**config.mk**
```make
export PLATFORM = sky130hd
export DESIGN_NAME = ls_port_arbiter
export DESIGN_NICKNAME = d
export VERILOG_FILES = /design/src/rtl/lsa_pkg.sv /design/src/rtl/lsa_prio.sv /design/src/rtl/lsa_fetch_ctl.sv /design/src/rtl/lsa_addr_sel.sv /design/src/rtl/ls_port_arbiter.sv
export SDC_FILE = /design/constraint.sdc
export NUM_CORES = 1
export LEC_CHECK = 0
export BUFFER_PORTS_ARGS = -buffer_cell sky130_fd_sc_hd__buf_2
export CAP_MARGIN = 25
export CORE_MARGIN = 2
export CORE_UTILIZATION = 52
export CTS_CLUSTER_DIAMETER = 40
export CTS_CLUSTER_SIZE = 25
export DETAILED_ROUTE_END_ITERATION = 8
export MAX_ROUTING_LAYER = met4
export PLACE_DENSITY = 0.85
export SLEW_MARGIN = 25
export SYNTH_ARGS = -nofsm -noshare
export SYNTH_HDL_FRONTEND = slang
export SYNTH_SLANG_ARGS = --single-unit
```
**constraint.sdc**
```tcl
create_clock -name clk -period 6.46 [get_ports clk]
set_input_delay 0 -clock clk [delete_from_list [all_inputs] [get_ports clk]]
set_output_delay 0 -clock clk [all_outputs]
set_load 0.02 [all_outputs]
```
**src/rtl/lsa_pkg.sv**
```systemverilog
package lsa_pkg;

    // Port owner of the access in flight; the code is visible on mem_src.
    typedef enum logic [2:0] {
        P_IDLE = 3'd0,
        P_XFER = 3'd1,
        P_LDST = 3'd2,
        P_HINT = 3'd3,
        P_SEQ  = 3'd4
    } port_st_t;

    // Reserved hint entry.
    typedef enum logic [1:0] {
        H_EMPTY = 2'd0,
        H_WANT  = 2'd1,
        H_READY = 2'd2
    } hint_st_t;

endpackage

```
**src/rtl/lsa_prio.sv**
```systemverilog
module lsa_prio
    import lsa_pkg::*;
(
    input  logic     xfer_req,
    input  logic     ls_req,
    input  logic     hint_want,
    input  logic     seq_want,
    output port_st_t pick,
    output logic     xfer_gnt,
    output logic     ls_gnt,
    output logic     hint_gnt,
    output logic     seq_gnt
);

    always_comb begin
        if (xfer_req)       pick = P_XFER;
        else if (ls_req)    pick = P_LDST;
        else if (hint_want) pick = P_HINT;
        else if (seq_want)  pick = P_SEQ;
        else                pick = P_IDLE;
    end

    always_comb begin
        xfer_gnt = 1'b0;
        ls_gnt   = 1'b0;
        hint_gnt = 1'b0;
        seq_gnt  = 1'b0;
        unique case (pick)
            P_XFER:  xfer_gnt = 1'b1;
            P_LDST:  ls_gnt   = 1'b1;
            P_HINT:  hint_gnt = 1'b1;
            P_SEQ:   seq_gnt  = 1'b1;
            default: ;
        endcase
    end

    always_comb begin
        AST_ONE_GRANT: assert ($countones({xfer_gnt, ls_gnt, hint_gnt, seq_gnt}) <= 1);
    end

endmodule

```
**src/rtl/lsa_fetch_ctl.sv**
```systemverilog
module lsa_fetch_ctl
    import lsa_pkg::*;
#(
    parameter int ADDR_W    = 18,
    parameter int LINE_LSB  = 7,
    parameter int SEQ_LINES = 3,
    parameter int CNT_W     = 2,
    parameter int RESET_PC  = 0
) (
    input  logic              clk,
    input  logic              rst_n,
    input  logic              seq_gnt,
    input  logic              hint_gnt,
    input  logic              fetch_pop,
    input  logic              hint_set,
    input  logic [ADDR_W-1:0] hint_addr,
    input  logic              hint_take,
    output logic              seq_want,
    output logic              hint_want,
    output logic [ADDR_W-1:0] seq_addr,
    output logic [ADDR_W-1:0] hint_line_addr,
    output logic [CNT_W-1:0]  fetch_cnt,
    output logic              hint_ready
);

    localparam int LN_W = ADDR_W - LINE_LSB;
    localparam logic [LN_W-1:0]  PC_INIT = LN_W'(RESET_PC >> LINE_LSB);
    localparam logic [CNT_W-1:0] CNT_MAX = CNT_W'(SEQ_LINES);

    logic [LN_W-1:0]  pc_line;
    logic [LN_W-1:0]  hint_line;
    logic [CNT_W-1:0] cnt;
    hint_st_t         hst, hst_nxt;
    logic             dec;

    // Hint-entry FSM: state register.
    always_ff @(posedge clk) begin
        if (!rst_n) hst <= H_EMPTY;
        else        hst <= hst_nxt;
    end

    // Hint-entry FSM: transitions (new hint > take > grant).
    always_comb begin
        hst_nxt = hst;
        if (hint_set)       hst_nxt = H_WANT;
        else if (hint_take) hst_nxt = H_EMPTY;
        else begin
            unique case (hst)
                H_WANT:  if (hint_gnt) hst_nxt = H_READY;
                H_EMPTY: hst_nxt = H_EMPTY;
                H_READY: hst_nxt = H_READY;
                default: hst_nxt = H_EMPTY;
            endcase
        end
    end

    always_ff @(posedge clk) begin
        if (!rst_n)        hint_line <= '0;
        else if (hint_set) hint_line <= hint_addr[ADDR_W-1:LINE_LSB];
    end

    assign dec = fetch_pop && (cnt != '0);

    always_ff @(posedge clk) begin
        if (!rst_n) begin
            pc_line <= PC_INIT;
            cnt     <= '0;
        end else if (hint_take) begin
            pc_line <= (hst == H_READY) ? hint_line + LN_W'(1) : hint_line;
            cnt     <= '0;
        end else begin
            if (seq_gnt) pc_line <= pc_line + LN_W'(1);
            if (seq_gnt && !dec)      cnt <= cnt + CNT_W'(1);
            else if (!seq_gnt && dec) cnt <= cnt - CNT_W'(1);
        end
    end

    always_comb begin
        seq_want       = (cnt < CNT_MAX);
        hint_want      = (hst == H_WANT);
        hint_ready     = (hst == H_READY);
        fetch_cnt      = cnt;
        seq_addr       = {pc_line, {LINE_LSB{1'b0}}};
        hint_line_addr = {hint_line, {LINE_LSB{1'b0}}};
    end

    AST_NO_OVERFLOW: assert property (@(posedge clk) disable iff (!rst_n)
        cnt <= CNT_MAX);

    AST_HINT_FILL: assert property (@(posedge clk) disable iff (!rst_n)
        $rose(hint_ready) |-> $past(hint_gnt));

    AST_HINT_RESTART: assert property (@(posedge clk) disable iff (!rst_n)
        hint_set |=> !hint_ready);

endmodule

```
**src/rtl/lsa_addr_sel.sv**
```systemverilog
module lsa_addr_sel
    import lsa_pkg::*;
#(
    parameter int ADDR_W   = 18,
    parameter int LINE_LSB = 7,
    parameter int QW_LSB   = 4
) (
    input  port_st_t          pick,
    input  logic [ADDR_W-1:0] xfer_addr,
    input  logic [ADDR_W-1:0] ls_addr,
    input  logic              ls_we,
    input  logic [ADDR_W-1:0] hint_line_addr,
    input  logic [ADDR_W-1:0] seq_addr,
    output logic [ADDR_W-1:0] nxt_addr,
    output logic              nxt_we
);

    localparam logic [ADDR_W-1:0] LINE_MASK = ~ADDR_W'((1 << LINE_LSB) - 1);
    localparam logic [ADDR_W-1:0] QW_MASK   = ~ADDR_W'((1 << QW_LSB) - 1);

    always_comb begin
        nxt_addr = '0;
        nxt_we   = 1'b0;
        unique case (pick)
            P_XFER: nxt_addr = xfer_addr & LINE_MASK;
            P_LDST: begin
                nxt_addr = ls_addr & QW_MASK;
                nxt_we   = ls_we;
            end
            P_HINT:  nxt_addr = hint_line_addr;
            P_SEQ:   nxt_addr = seq_addr;
            default: nxt_addr = '0;
        endcase
    end

endmodule

```
**src/rtl/ls_port_arbiter.sv**
```systemverilog
module ls_port_arbiter
    import lsa_pkg::*;
#(
    parameter int ADDR_W     = 18,
    parameter int LINE_BYTES = 128,
    parameter int QW_BYTES   = 16,
    parameter int SEQ_LINES  = 3,
    parameter int RESET_PC   = 0,
    localparam int LINE_LSB  = $clog2(LINE_BYTES),
    localparam int QW_LSB    = $clog2(QW_BYTES),
    localparam int CNT_W     = $clog2(SEQ_LINES + 1)
) (
    input  logic              clk,
    input  logic              rst_n,
    input  logic              xfer_req,
    input  logic [ADDR_W-1:0] xfer_addr,
    output logic              xfer_gnt,
    input  logic              ls_req,
    input  logic              ls_we,
    input  logic [ADDR_W-1:0] ls_addr,
    output logic              ls_gnt,
    input  logic              fetch_pop,
    input  logic              hint_set,
    input  logic [ADDR_W-1:0] hint_addr,
    input  logic              hint_take,
    output logic              mem_en,
    output logic              mem_wide,
    output logic              mem_we,
    output logic [ADDR_W-1:0] mem_addr,
    output logic [2:0]        mem_src,
    output logic [CNT_W-1:0]  fetch_cnt,
    output logic              hint_ready
);

    port_st_t          cur_st, pick;
    logic              hint_want, seq_want, hint_gnt, seq_gnt;
    logic [ADDR_W-1:0] seq_addr, hint_line_addr, nxt_addr, addr_q;
    logic              nxt_we, we_q;

    lsa_prio u_prio (
        .xfer_req  (xfer_req),
        .ls_req    (ls_req),
        .hint_want (hint_want),
        .seq_want  (seq_want),
        .pick      (pick),
        .xfer_gnt  (xfer_gnt),
        .ls_gnt    (ls_gnt),
        .hint_gnt  (hint_gnt),
        .seq_gnt   (seq_gnt)
    );

    lsa_fetch_ctl #(
        .ADDR_W    (ADDR_W),
        .LINE_LSB  (LINE_LSB),
        .SEQ_LINES (SEQ_LINES),
        .CNT_W     (CNT_W),
        .RESET_PC  (RESET_PC)
    ) u_fetch (
        .clk            (clk),
        .rst_n          (rst_n),
        .seq_gnt        (seq_gnt),
        .hint_gnt       (hint_gnt),
        .fetch_pop      (fetch_pop),
        .hint_set       (hint_set),
        .hint_addr      (hint_addr),
        .hint_take      (hint_take),
        .seq_want       (seq_want),
        .hint_want      (hint_want),
        .seq_addr       (seq_addr),
        .hint_line_addr (hint_line_addr),
        .fetch_cnt      (fetch_cnt),
        .hint_ready     (hint_ready)
    );

    lsa_addr_sel #(
        .ADDR_W   (ADDR_W),
        .LINE_LSB (LINE_LSB),
        .QW_LSB   (QW_LSB)
    ) u_addr (
        .pick           (pick),
        .xfer_addr      (xfer_addr),
        .ls_addr        (ls_addr),
        .ls_we          (ls_we),
        .hint_line_addr (hint_line_addr),
        .seq_addr       (seq_addr),
        .nxt_addr       (nxt_addr),
        .nxt_we         (nxt_we)
    );

    // Port FSM: state register (state = access in flight).
    always_ff @(posedge clk) begin
        if (!rst_n) begin
            cur_st <= P_IDLE;
            addr_q <= '0;
            we_q   <= 1'b0;
        end else begin
            cur_st <= pick;
            addr_q <= nxt_addr;
            we_q   <= nxt_we;
        end
    end

    // Port FSM: outputs.
    always_comb begin
        mem_en   = 1'b0;
        mem_wide = 1'b0;
        mem_we   = 1'b0;
        unique case (cur_st)
            P_IDLE: ;
            P_XFER: begin
                mem_en   = 1'b1;
                mem_wide = 1'b1;
            end
            P_LDST: begin
                mem_en = 1'b1;
                mem_we = we_q;
            end
            P_HINT, P_SEQ: begin
                mem_en   = 1'b1;
                mem_wide = 1'b1;
            end
            default: ;
        endcase
        mem_addr = addr_q;
        mem_src  = cur_st;
    end

    AST_XFER_FIRST: assert property (@(posedge clk) disable iff (!rst_n)
        xfer_req |=> (mem_src == 3'd1));

    AST_FETCH_IDLE: assert property (@(posedge clk) disable iff (!rst_n)
        (xfer_req || ls_req) |=> (mem_src == 3'd1 || mem_src == 3'd2));

    AST_QW_ALIGN: assert property (@(posedge clk) disable iff (!rst_n)
        (mem_en && !mem_wide) |-> (mem_addr[QW_LSB-1:0] == '0));

    AST_LINE_ALIGN: assert property (@(posedge clk) disable iff (!rst_n)
        mem_wide |-> (mem_addr[LINE_LSB-1:0] == '0 && !mem_we));

endmodule

```
Word-level counts from Yosys, hierarchy flattened
Index checks and enable logic that the tools add are counted.
Widths: inputs -> output; s select.
- add/subtract/negate cells: 4
- $mul: 0
- divide/modulo/power cells: 0
- magnitude comparators: 1
- equality and inequality tests: 12
- shift-type cells: 0
- multiplexer cells: 21
- bitwise operators: 1
- reductions and logical operators: 13
- operators by type and width (cell ; number):
    $pmux 18 s4 ; 1
    $mux 11 ; 3
    $add 11x1->11 const B ; 2
    $eq 3x2->1 const B ; 4
    $mux 3 ; 4
    $mux 1 ; 9
    $eq 3x1->1 const B ; 2
    $eq 3x3->1 const B ; 2
    $mux 2 ; 3
    $reduce_bool 2->1 ; 3
    $reduce_or 3->1 ; 2
    $ne 4x3->1 const B ; 1
    $pmux 2 s2 ; 1
    $reduce_or 4->1 ; 1
    $logic_and 1x1->1 ; 3
    $add 2x1->2 const B ; 1
    $eq 2x1->1 const B ; 1
    $eq 2x2->1 const B ; 1
    $logic_not 1->1 ; 2
    $lt 2x2->1 const B ; 1
    $ne 2x1->1 const B ; 1
    $reduce_and 2->1 ; 1
    $reduce_or 2->1 ; 1
    $sub 2x1->2 const B ; 1
    $not 1->1 ; 1
- register bits after elaboration: 48
- bits in latches: 0
- RAM bits: 0
- bits in read-only memories: 0
- bits of input ports: 62
- output and inout bits: 29
- word-level logic and storage cells: 60
- memories kept: 0

Longest topological paths before layout
Gate-level depths: netlist (run 1).
- word-level depth: 11
- mapped depth: 9
- depth with buffers taken out: 7

By module
A second synthesis (run 1) with hierarchy kept.
- cells, all modules: 301
- area total of the unflattened synthesis: 2882.8 µm²
- modules (own cells, without submodules) (module ; instances ; cells each ; area an instance (µm²) ; sequential area each (µm²)):
    lsa_fetch_ctl ; 1 ; 169 ; 1511.4 ; 520.5
    lsa_addr_sel ; 1 ; 73 ; 678.2 ; 0.0
    ls_port_arbiter ; 1 ; 50 ; 640.6 ; 440.4
    lsa_prio ; 1 ; 9 ; 52.6 ; 0.0

Least setup slack after synthesis (run 1)
Ideal clock, no wire load.
- path type: flip-flop to flip-flop
- start: reg u_fetch.hst[1]
- end: reg u_fetch.cnt[1], in the netlist u_fetch.fetch_cnt[1]
- library setup time: 0.070 ns
- arrival time: 2.187 ns
- data required time: 6.390 ns
- slack: 4.203 ns
- cell stages (with the launch flop): 9
- path buffers: 2
- period minus slack after synthesis: 2.257 ns
- path through: dfxtp_1 > inv_1 > ha_1 > a2111oi_4 > buf_4 > buf_2 > ha_1 > or3_1 > a21oi_1
- word-level cells in the longest chain between the ends: 9
- elaborated cells between the ends (all ways): 11
- those cells by class: eq/ne (2); mux (5); reduce/logical (4)
- ends and longest elaborated chain (item ; RTL line ; source):
    start, declared ; lsa_fetch_ctl.sv:33 ; hint_st_t hst, hst_nxt;
    start signal, assigned ; lsa_fetch_ctl.sv:39 ; else hst <= hst_nxt;
    $eq 2x1->1 (*) ; lsa_fetch_ctl.sv:80 ; hint_want = (hst == H_WANT);
    $mux 3 (*) ; lsa_prio.sv:18 ; else if (hint_want) pick = P_HINT;
    $mux 3 (*) ; lsa_prio.sv:17 ; else if (ls_req) pick = P_LDST;
    $mux 3 (*) ; lsa_prio.sv:16 ; if (xfer_req) pick = P_XFER;
    $eq 3x3->1 (*) ; lsa_prio.sv:28 ; unique case (pick)
    $mux 1 (*) ; lsa_prio.sv:28 ;
    $logic_not 1->1 ; lsa_fetch_ctl.sv:74 ; else if (!seq_gnt && dec) cnt <= cnt - CNT_W'(1);
    $logic_and 1x1->1 ; lsa_fetch_ctl.sv:74 ;
    $reduce_bool 2->1 (no source line) ; n/a ;
    end signal, assigned ; lsa_fetch_ctl.sv:73 ; if (seq_gnt && !dec) cnt <= cnt + CNT_W'(1);
    end signal, assigned ; lsa_fetch_ctl.sv:74 ;
    end, declared ; lsa_fetch_ctl.sv:32 ; logic [CNT_W-1:0] cnt;
Every way passes the cells marked *; elsewhere a longest branch is shown, timed or not.
A chain may end at the register's enable or synchronous reset.

Final worst setup path (run 1)
Same ends and word-level chain as after synthesis.

==> flow_summary.ini, run 1 <==
[finish]
share_of_final_layout_standard_cells_stronger_than_drive_strength_1 = 0.239
antennaDiodeCount = 0
finish.net_count = 409
layout.cells.most_common_list = sky130_fd_sc_hd__buf_2 (68), sky130_fd_sc_hd__dfxtp_1 (44), sky130_fd_sc_hd__nand2_1 (26), sky130_fd_sc_hd__dlygate4sd3_1 (26), sky130_fd_sc_hd__nor2_1 (16)
finalNonFillerCells = 395
layout_commonest_cell = sky130_fd_sc_hd__buf_2
syn2layout_area_growth_pct = 30.6

[clock_tree]
path_clk_slew_ps = 80
cts-htree-levels = 2
clock-root-buffer = sky130_fd_sc_hd__clkbuf_8
clock-sinks = 44
hold_buffers = 26
worst_skew_pair.late_latency_ps = 300
cts_tree = built
cts_max_path_buffers = 2
cts_resized = 0
cts_inserted_buffers = 5
post_cts_buffers = 0

[timing]
rsz_0062_raised_after_global_routing = no
fmax_mhz = 416
max_slew.worst_pin.slew_ps = 623
finalHoldViolations = 0
slew_violations = 0
finClkSkew_ps = 5.37
period_share = 0.372
post-route-min-period_ps = 2400
slew_headroom = 0.584
fin_tns_setup_ps = 0
setup_viol_count_final = 0

[detailed_routing]
drc_errors = 0
route.final.wire_length_mm = 5.36
detail_route.vias_per_cell = 5.39
dr_total_vias = 2128
antenna_violating_nets_post_route = 0
detail_route.first_pass.iterations = 4
drt_first_iter_violations = 170
wire_per_inst_um = 13.6

[worst_setup_path]
critPathSlowestCell = sky130_fd_sc_hd__ha_1
cp-start-kind = flop
critPathRequiredTime_ps = 6700
timing.critical_path.buf_inv = 2
critical_path_peak_fanout = 23
r2r.worst_path.cells = 7
crit_path_cell_trace = inv_1 > ha_1 > a2111oi_4 > buf_4 > ha_1 > or3_1 > a21oi_1
r2r_slack_ps = 4060
crit_family = adder cells
worst-setup-path-type = flop to flop
crit_top_cell = sky130_fd_sc_hd__ha_1
slowest_delay_ps = 400
critical_path_cell_count = 7
timing.critical_path.arrival_ps = 2640
timing.rr.end = u_fetch.fetch_cnt[1]
timing.critical_path.to_type = flop
rr_startpoint = u_fetch.hst[1]

[power]
p_seq_frac = 0.472
switchingPower_mw = 0.165
swShare = 0.257
intPower_mw = 0.476
clock_power_share = 0.359
ir_worst_vdd_mv = 0.0805
total_leakage_power_nw = 1.36
total_power_density_per_cell_area_mw_per_mm2 = 214
combPwrFrac = 0.169

[synth]
asyncSetResetFlopFracSynth = 0
post-synth-top-area-cell = sky130_fd_sc_hd__dfxtp_1
synthDistinctLibCells = 42
ys_top_cells_by_area = sky130_fd_sc_hd__dfxtp_1 (38%), sky130_fd_sc_hd__mux2i_1 (5.7%), sky130_fd_sc_hd__nand2_1 (4.3%)
synth_top_flop_cell = sky130_fd_sc_hd__dfxtp_1
synth_top_area_share = 0.384
syn-instance-count = 260
synth.avg_cell_area_um2 = 8.83
synth_enable_flop_cells = 0
ys_ff_latch = 44
post_synth_instance_area_mm2 = 0.00229
synthesis.yosys.warnings = 0
portion_of_the_post_synthesis_area_used_by_sequential_elements = 0.384

[grt]
wire_length_of_the_first_global_routing_pass_mm = 8.80
antenna_found_initial = 0
grt_max_degree = 33
first_global_vias = 1937
gr-total-overflow = 0
grt_use_total = 0.227

[floorplanning]
row_count = 24
dieWidth_um = 70.4
core_area_mm2 = 0.00429
chipHeight_um = 70.4
floorplan.die_area_mm2 = 0.00496
initial_core_util = 0.534
boundaryPins = 91

[placement]
number_of_placed_cells_counting_well_taps = 361
portBuffers = 68
place_congestion = 0.956
dp.final_hpwl_mm = 3.55

[hold_path]
min-delay-start = ls_addr[17]
worst_hold_path.num_cells = 5
min_to = mem_addr[17]
min_path_type = input pin to flop

[run_status]
outcome = finished clean

[flow_run]
timing.max_cap.violations = 0
cell type report:
class / instances / area [um2]
Clock buffer: 7 / 96.3
Multi-Input combinational cell: 191 / 1290
Tap cell: 52 / 65.1
Timing Repair Buffer: 96 / 616
Clock inverter: 1 / 30.0
Sequential cell: 44 / 881
Fill cell: 344 / 1300
Inverter: 4 / 15.0
sequential cells by signal, summed over array words and instances, names as in the netlist:
register,count
mem_addr,14
mem_src,3
u_fetch.fetch_cnt,2
u_fetch.hint_line,11
u_fetch.hst,2
u_fetch.pc_line,11
we_q,1
worst max path at each step:
stage / start / end / slack [ps]
after global routing: u_fetch.hst[1] / u_fetch.fetch_cnt[1] / 3910
after global placement: u_fetch.hst[1] / u_fetch.fetch_cnt[1] / 4170
final: u_fetch.hst[1] / u_fetch.fetch_cnt[1] / 4060
after detailed placement: u_fetch.hst[1] / u_fetch.fetch_cnt[1] / 4110
after floorplan: u_fetch.hst[1] / u_fetch.fetch_cnt[1] / 4200
after CTS: u_fetch.hst[1] / u_fetch.fetch_cnt[1] / 4070
worst reg2reg max path: stages (launching register included):
cell,delay (ps)
sky130_fd_sc_hd__dfxtp_1,380
sky130_fd_sc_hd__inv_1,60
sky130_fd_sc_hd__ha_1,400
sky130_fd_sc_hd__a2111oi_4,390
sky130_fd_sc_hd__buf_4,320
sky130_fd_sc_hd__ha_1,310
sky130_fd_sc_hd__or3_1,360
sky130_fd_sc_hd__a21oi_1,140
metal layers:
layer | part of all wire | up-vias | global-route usage | wire length [um]
li1 | - | 1091 | - | -
met1 | 0.44 | 953 | 0.277 | 2370
met2 | 0.48 | 78 | 0.363 | 2560
met3 | 0.072 | 6 | 0.0606 | 384
met4 | 0.0090 | 0 | 0.0812 | 48
met5 | 0 | - | - | 0
cells in the mapped netlist (2+ instances only):
cell type	count
sky130_fd_sc_hd__o311a_1	2
sky130_fd_sc_hd__dfxtp_1	44
sky130_fd_sc_hd__mux2i_1	13
sky130_fd_sc_hd__o21ai_0	6
sky130_fd_sc_hd__o211a_1	6
sky130_fd_sc_hd__buf_4	5
sky130_fd_sc_hd__a221oi_1	11
sky130_fd_sc_hd__nand3_1	7
sky130_fd_sc_hd__nor2_1	16
sky130_fd_sc_hd__o21a_1	4
sky130_fd_sc_hd__buf_2	4
sky130_fd_sc_hd__ha_1	5
sky130_fd_sc_hd__and3_1	7
sky130_fd_sc_hd__nor3_1	4
sky130_fd_sc_hd__nand3b_1	11
sky130_fd_sc_hd__and4_1	2
sky130_fd_sc_hd__xor2_1	7
sky130_fd_sc_hd__a21oi_1	12
sky130_fd_sc_hd__nand4_1	9
sky130_fd_sc_hd__nand2_1	26
sky130_fd_sc_hd__inv_1	4
sky130_fd_sc_hd__clkbuf_1	13
sky130_fd_sc_hd__nor2b_1	13
sky130_fd_sc_hd__xnor2_1	9
sky130_fd_sc_hd__or3_1	3
per-stage QoR:
step	worst slack, ps	hold slack [ps]	area, um2	power (mW)	utilization
after floorplan	4200	146	2310	0.374	-
after global placement	4170	229	2610	0.401	0.608
after detailed placement	4110	231	2610	0.404	0.608
after CTS	4070	89.1	3000	0.643	0.698
after global routing	3910	105	3000	0.665	0.698
final	4060	88.4	3000	0.641	0.698
kinds of logic after synthesis:
group | share of synthesized area
compound gates | 0.168
xor+xnor | 0.0611
fa+ha+maj | 0.0273
buf+inv | 0.0567
flops | 0.384
mux | 0.0616
other cells | 0.00163
simple gates | 0.240
power groups by stage:
stage / sequential (mW) / combinational [mW] / clock, mW
6_report: 0.303 / 0.108 / 0.230
5_1_grt: 0.305 / 0.119 / 0.241
4_1_cts: 0.302 / 0.108 / 0.233
3_5_place_dp: 0.309 / 0.0955 / 0
3_3_place_gp: 0.308 / 0.0935 / 0
2_1_floorplan: 0.313 / 0.0615 / 0
(Power assumes the default switching activity.)
==> run 2: changes to the inputs <==
- CORE_UTILIZATION: 52 -> 44
- PLACE_DENSITY: 0.85 -> 0.76
- clock period: 6.46 -> 1.95 ns (I/O delays scaled with it)
==> run 2 against run 1 <==
  * Fmax up 33%
  * Combinational power rose to 3.5 times the previous value
  * Worst setup slack worse by 3900 ps
  * Cell count up 6.1%
  * Core utilization down 9.3 points
  * Highest routed layer unchanged
  * Routed wire length up 1.3%
  * Die area up 17%
  * First-iteration DRC count down 11%
  * Critical path depth unchanged
  * Count of clock-buffer cells in the layout down 1
  * Critical endpoint unchanged
  * Register-to-register slack worse by 3900 ps
  * Non-clock buffer count up 6
==> flow_summary.ini, run 2 (synthesized netlist as in run 1, its figures left out) <==
[grt]
wire_length_of_the_first_global_routing_pass_mm = 9.45
gr-total-overflow = 0
antenna_found_initial = 0
first_global_vias = 2118
grt_max_degree = 29
grt_use_total = 0.200

[worst_setup_path]
cp-start-kind = flop
slowest_delay_ps = 360
crit_top_cell = sky130_fd_sc_hd__ha_4
critical_path_peak_fanout = 23
crit_family = adder cells
timing.critical_path.to_type = flop
critPathRequiredTime_ps = 2190
timing.critical_path.buf_inv = 2
critPathSlowestCell = sky130_fd_sc_hd__dfxtp_1
timing.critical_path.arrival_ps = 2040
r2r_slack_ps = 140
crit_path_cell_trace = inv_1 > ha_4 > a2111oi_4 > buf_12 > ha_4 > or3_1 > a21oi_1
worst-setup-path-type = flop to flop

[clock_tree]
worst_skew_pair.late_latency_ps = 300
cts-htree-levels = 2
clock-root-buffer = sky130_fd_sc_hd__clkbuf_8
cts_resized = 0
path_clk_slew_ps = 80
cts_max_path_buffers = 2
cts_inserted_buffers = 5
cts_tree = built
clock-sinks = 44

[detailed_routing]
detail_route.first_pass.iterations = 4
dr_total_vias = 2201
route.final.wire_length_mm = 5.43
drt_first_iter_violations = 151
antenna_violating_nets_post_route = 0
drc_errors = 0
wire_per_inst_um = 12.9
detail_route.vias_per_cell = 5.25

[finish]
summed_area_of_non_filler_cells_in_the_final_layout_mm2 = 0.00307
layout.cells.most_common_list = sky130_fd_sc_hd__buf_2 (68), sky130_fd_sc_hd__dfxtp_1 (43), sky130_fd_sc_hd__nand2_1 (26), sky130_fd_sc_hd__dlygate4sd3_1 (26), sky130_fd_sc_hd__nor2_1 (16)
finish.net_count = 415
antennaDiodeCount = 0
syn2layout_area_growth_pct = 33.8
post-route-util = 0.605
largest_reg_flops = 14
layout_commonest_cell = sky130_fd_sc_hd__buf_2
share_of_final_layout_standard_cells_stronger_than_drive_strength_1 = 0.261
finalNonFillerCells = 419

[timing]
slew_violations = 0
post-route-min-period_ps = 1810
fin_hold_ws_ps = 68.9
fin_tns_setup_ps = 0
fmax_mhz = 554
finClkSkew_ps = 6.84
period_share = 0.926
finalHoldViolations = 0
rsz_0062_raised_after_global_routing = no
post-route-worst-setup-slack_ps = 145
setup_viol_count_final = 0

[placement]
dp.final_hpwl_mm = 3.84
place_congestion = 0.930
dpl-instance-area_mm2 = 0.00272
number_of_placed_cells_counting_well_taps = 385
dpl_worst_slack_ps = 159
portBuffers = 68

[run_status]
outcome = finished clean

[power]
p_total_mw = 1.97
intPower_mw = 1.42
clock_power_share = 0.300
p_seq_frac = 0.510
total_power_density_per_cell_area_mw_per_mm2 = 641
combPwrFrac = 0.189
swShare = 0.278
total_leakage_power_nw = 1.38
switchingPower_mw = 0.547
ir_worst_vdd_mv = 0.423

[floorplanning]
initial_core_util = 0.452
floorplan.die_area_mm2 = 0.00581
row_count = 26
chipHeight_um = 76.2
dieWidth_um = 76.2
core_area_mm2 = 0.00507
boundaryPins = 91

[hold_path]
min_path_type = input pin to flop

[flow_run]
timing.max_cap.violations = 0
==> run 2: cell types whose count changed in the layout (fill, tap and decap cells not counted), sizes merged <==
cell,before,now
bufinv,1,0
clkbuf,7,6
clkinv,0,2
buf,70,76
==> run 2: area by class of cell <==
cell class | count | area (um2)
Fill cell | 443 | 2000
Inverter | 4 | 15.0
Timing Repair Buffer | 102 | 673
Sequential cell | 44 | 882
Multi-Input combinational cell | 191 | 1320
Tap cell | 70 | 87.6
Clock inverter | 2 | 10.0
Clock buffer | 6 | 82.6
==> run 2: metal layers <==
metal / share of wire / vias to the layer above / track usage
li1: - / 1103 / -
met1: 0.47 / 1012 / 0.257
met2: 0.46 / 77 / 0.311
met3: 0.060 / 9 / 0.0462
met4: 0.013 / 0 / 0.0709
met5: 0 / - / -
==> run 2: path summary, 6_finish.rpt <==
check,endpoint,startpoint,cells after the start
worst min register to register,u_fetch.hst[1],u_fetch.hst[1],2
worst min-delay path,u_fetch.hst[0],rst_n,2
worst max-delay path,u_fetch.fetch_cnt[1],u_fetch.hst[1],7
worst max register to register,u_fetch.fetch_cnt[1],u_fetch.hst[1],7
==> run 2: power groups by stage <==
| stage | logic [mW] | registers (mW) | clock network, mW |
|---|---|---|---|
| floorplan | 0.210 | 1.04 | 0 |
| global placement | 0.327 | 1.02 | 0 |
| detailed placement | 0.333 | 1.02 | 0 |
| CTS | 0.373 | 1.00 | 0.617 |
| global route | 0.412 | 1.01 | 0.651 |
| finish | 0.373 | 1.00 | 0.591 |
==> run 2: timing repair <==
item | CTS | global route
setup buffers | 0 | 0
setup endpoints to repair | 0 | 0
hold endpoints to repair | 26 | 0
hold buffers | 26 | 0
==> run 3: changes to the inputs <==
- HOLD_SLACK_MARGIN: unset -> 0.15
==> run 3 against run 2 <==
  * Sequential share of layout area decreased by 1.9 points
  * Hold slack improved by 66 ps
  * Routed wire length increased by 7.1%
  * First-iteration DRC count increased by 13%
  * Count of clock-buffer cells in the layout unchanged
  * Core utilization increased by 4.4 points
  * Clock skew increased by 1.5 ps
  * Worst setup slack got worse by 61 ps
  * Die area unchanged
  * Final area increased by 7.3%
==> flow_summary.ini, run 3 (synthesized netlist as in run 1, its figures left out) <==
[power]
total_power_density_per_cell_area_mw_per_mm2 = 614
ir_worst_vdd_mv = 0.358
p_total_mw = 2.02
total_leakage_power_nw = 1.48

[worst_setup_path]
critPathSlowestCell = sky130_fd_sc_hd__dlygate4sd3_1
timing.critical_path.to_type = flop
rr_startpoint = u_fetch.hst[1]
critical_path_cell_count = 8
crit_path_cell_trace = inv_1 > ha_4 > buf_4 > nand3b_1 > a21oi_1 > a221oi_1 > dlygate4sd3_1 > nor2_1
worst_setup_path_endpoint = mem_addr[10]
worst-setup-path-type = flop to flop
critical_path_peak_fanout = 15
critPathRequiredTime_ps = 2140
timing.critical_path.buf_inv = 3
timing.critical_path.arrival_ps = 2060
timing.rr.end = mem_addr[10]
r2r_slack_ps = 80
r2r.worst_path.cells = 8
cp-start-kind = flop
cp-startpoint = u_fetch.hst[1]
crit_family = buffers and inverters
slowest_delay_ps = 590

[hold_path]
worst_hold_path.num_cells = 5
min_path_type = input pin to flop

[clock_tree]
worst_skew_pair.late_latency_ps = 300
post_cts_buffers = 0
clock-sinks = 44
clock-root-buffer = sky130_fd_sc_hd__clkbuf_8
cts_max_path_buffers = 2
path_clk_slew_ps = 80
cts_tree = built
cts_inserted_buffers = 5
cts-htree-levels = 2

[timing]
setup_viol_count_final = 0
fin_tns_setup_ps = 0
rsz_0062_raised_after_global_routing = no
fmax_mhz = 536
slew_violations = 0
finClkSkew_ps = 8.35
period_share = 0.957
post-route-min-period_ps = 1870
finalHoldViolations = 0
fin_hold_ws_ps = 135

[placement]
portBuffers = 68
place_congestion = 0.930
dp.final_hpwl_mm = 3.84
dpl-instance-area_mm2 = 0.00272

[detailed_routing]
detail_route.vias_per_cell = 5.29
wire_per_inst_um = 13.2
antenna_violating_nets_post_route = 0
drt_first_iter_violations = 171
detail_route.first_pass.iterations = 4
dr_total_vias = 2329
drc_errors = 0
route.final.wire_length_mm = 5.81

[floorplanning]
dieWidth_um = 76.2
floorplan.die_area_mm2 = 0.00581
chipHeight_um = 76.2
row_count = 26
core_area_mm2 = 0.00507
boundaryPins = 91
initial_core_util = 0.452

[grt]
antenna_found_initial = 0
first_global_vias = 2262
gr-total-overflow = 0
wire_length_of_the_first_global_routing_pass_mm = 9.87
grt_use_total = 0.209
grt_max_degree = 29

[finish]
antennaDiodeCount = 0
layout_commonest_cell = sky130_fd_sc_hd__buf_2
finish.net_count = 436
layout.cells.most_common_list = sky130_fd_sc_hd__buf_2 (68), sky130_fd_sc_hd__dlygate4sd3_1 (47), sky130_fd_sc_hd__dfxtp_1 (42)
summed_area_of_non_filler_cells_in_the_final_layout_mm2 = 0.00329
syn2layout_area_growth_pct = 43.6
largest_reg_flops = 14
share_of_final_layout_standard_cells_stronger_than_drive_strength_1 = 0.254
final.fill_count = 426
post-route-util = 0.649

[flow_run]
timing.max_cap.violations = 0

[run_status]
outcome = finished clean
run 3: worst min path at each step:
stage           startpoint             endpoint
2_1_floorplan   ls_addr[4]          mem_addr[4]
3_3_place_gp    ls_addr[6]          mem_addr[6]
3_5_place_dp    ls_addr[6]          mem_addr[6]
4_1_cts          hint_take  u_fetch.pc_line[10]
5_1_grt           hint_set       u_fetch.hst[1]
6_report       ls_addr[11]         mem_addr[11]
run 3: final cells by class:
class	instances	area, um2	area share
Clock buffer	6	82.6	0.0251
Inverter	4	15.0	0.00456
Tap cell	70	87.6	0.0266
Multi-Input combinational cell	191	1330	0.404
Timing Repair Buffer	123	883	0.268
Clock inverter	2	10.0	0.00304
Sequential cell	44	883	0.268
run 3: through the flow:
stage | setup WS [ps] | cells
final | 84.1 | 440
after global routing | 1.14 | 440
after CTS | 66.7 | 442
after detailed placement | 159 | 385
after global placement | 187 | 385
after floorplan | 0.396 | 263
run 3: metal layers:
layer | wire (um) | vias up | GRT usage | part of all wire
li1 | - | 1148 | - | -
met1 | 2620 | 1100 | 0.259 | 0.45
met2 | 2790 | 72 | 0.340 | 0.48
met3 | 326 | 9 | 0.0450 | 0.056
met4 | 76 | 0 | 0.0727 | 0.013
met5 | 0 | - | - | 0
run 3: where the power goes:
part	internal (mW)	switching [mW]	total, mW
Clock	0.283	0.314	0.597
Sequential	0.950	0.0552	1.01
Combinational	0.225	0.196	0.422
Total	1.46	0.566	2.02
run 3: tightest hold or removal path: stages:
cell,delay [ps]
sky130_fd_sc_hd__buf_2,80
sky130_fd_sc_hd__nand2_1,40
sky130_fd_sc_hd__a21oi_1,110
sky130_fd_sc_hd__a221oi_1,60
sky130_fd_sc_hd__nor2_1,90
run 3: repair_timing:
| action | 4_1_cts | 5_1_grt |
|---|---|---|
| endpoints found under the setup margin | 0 | 9 |
| resized for setup | 0 | 3 |
| hold buffers | 49 | 0 |
| hold endpoints to repair | 30 | 0 |
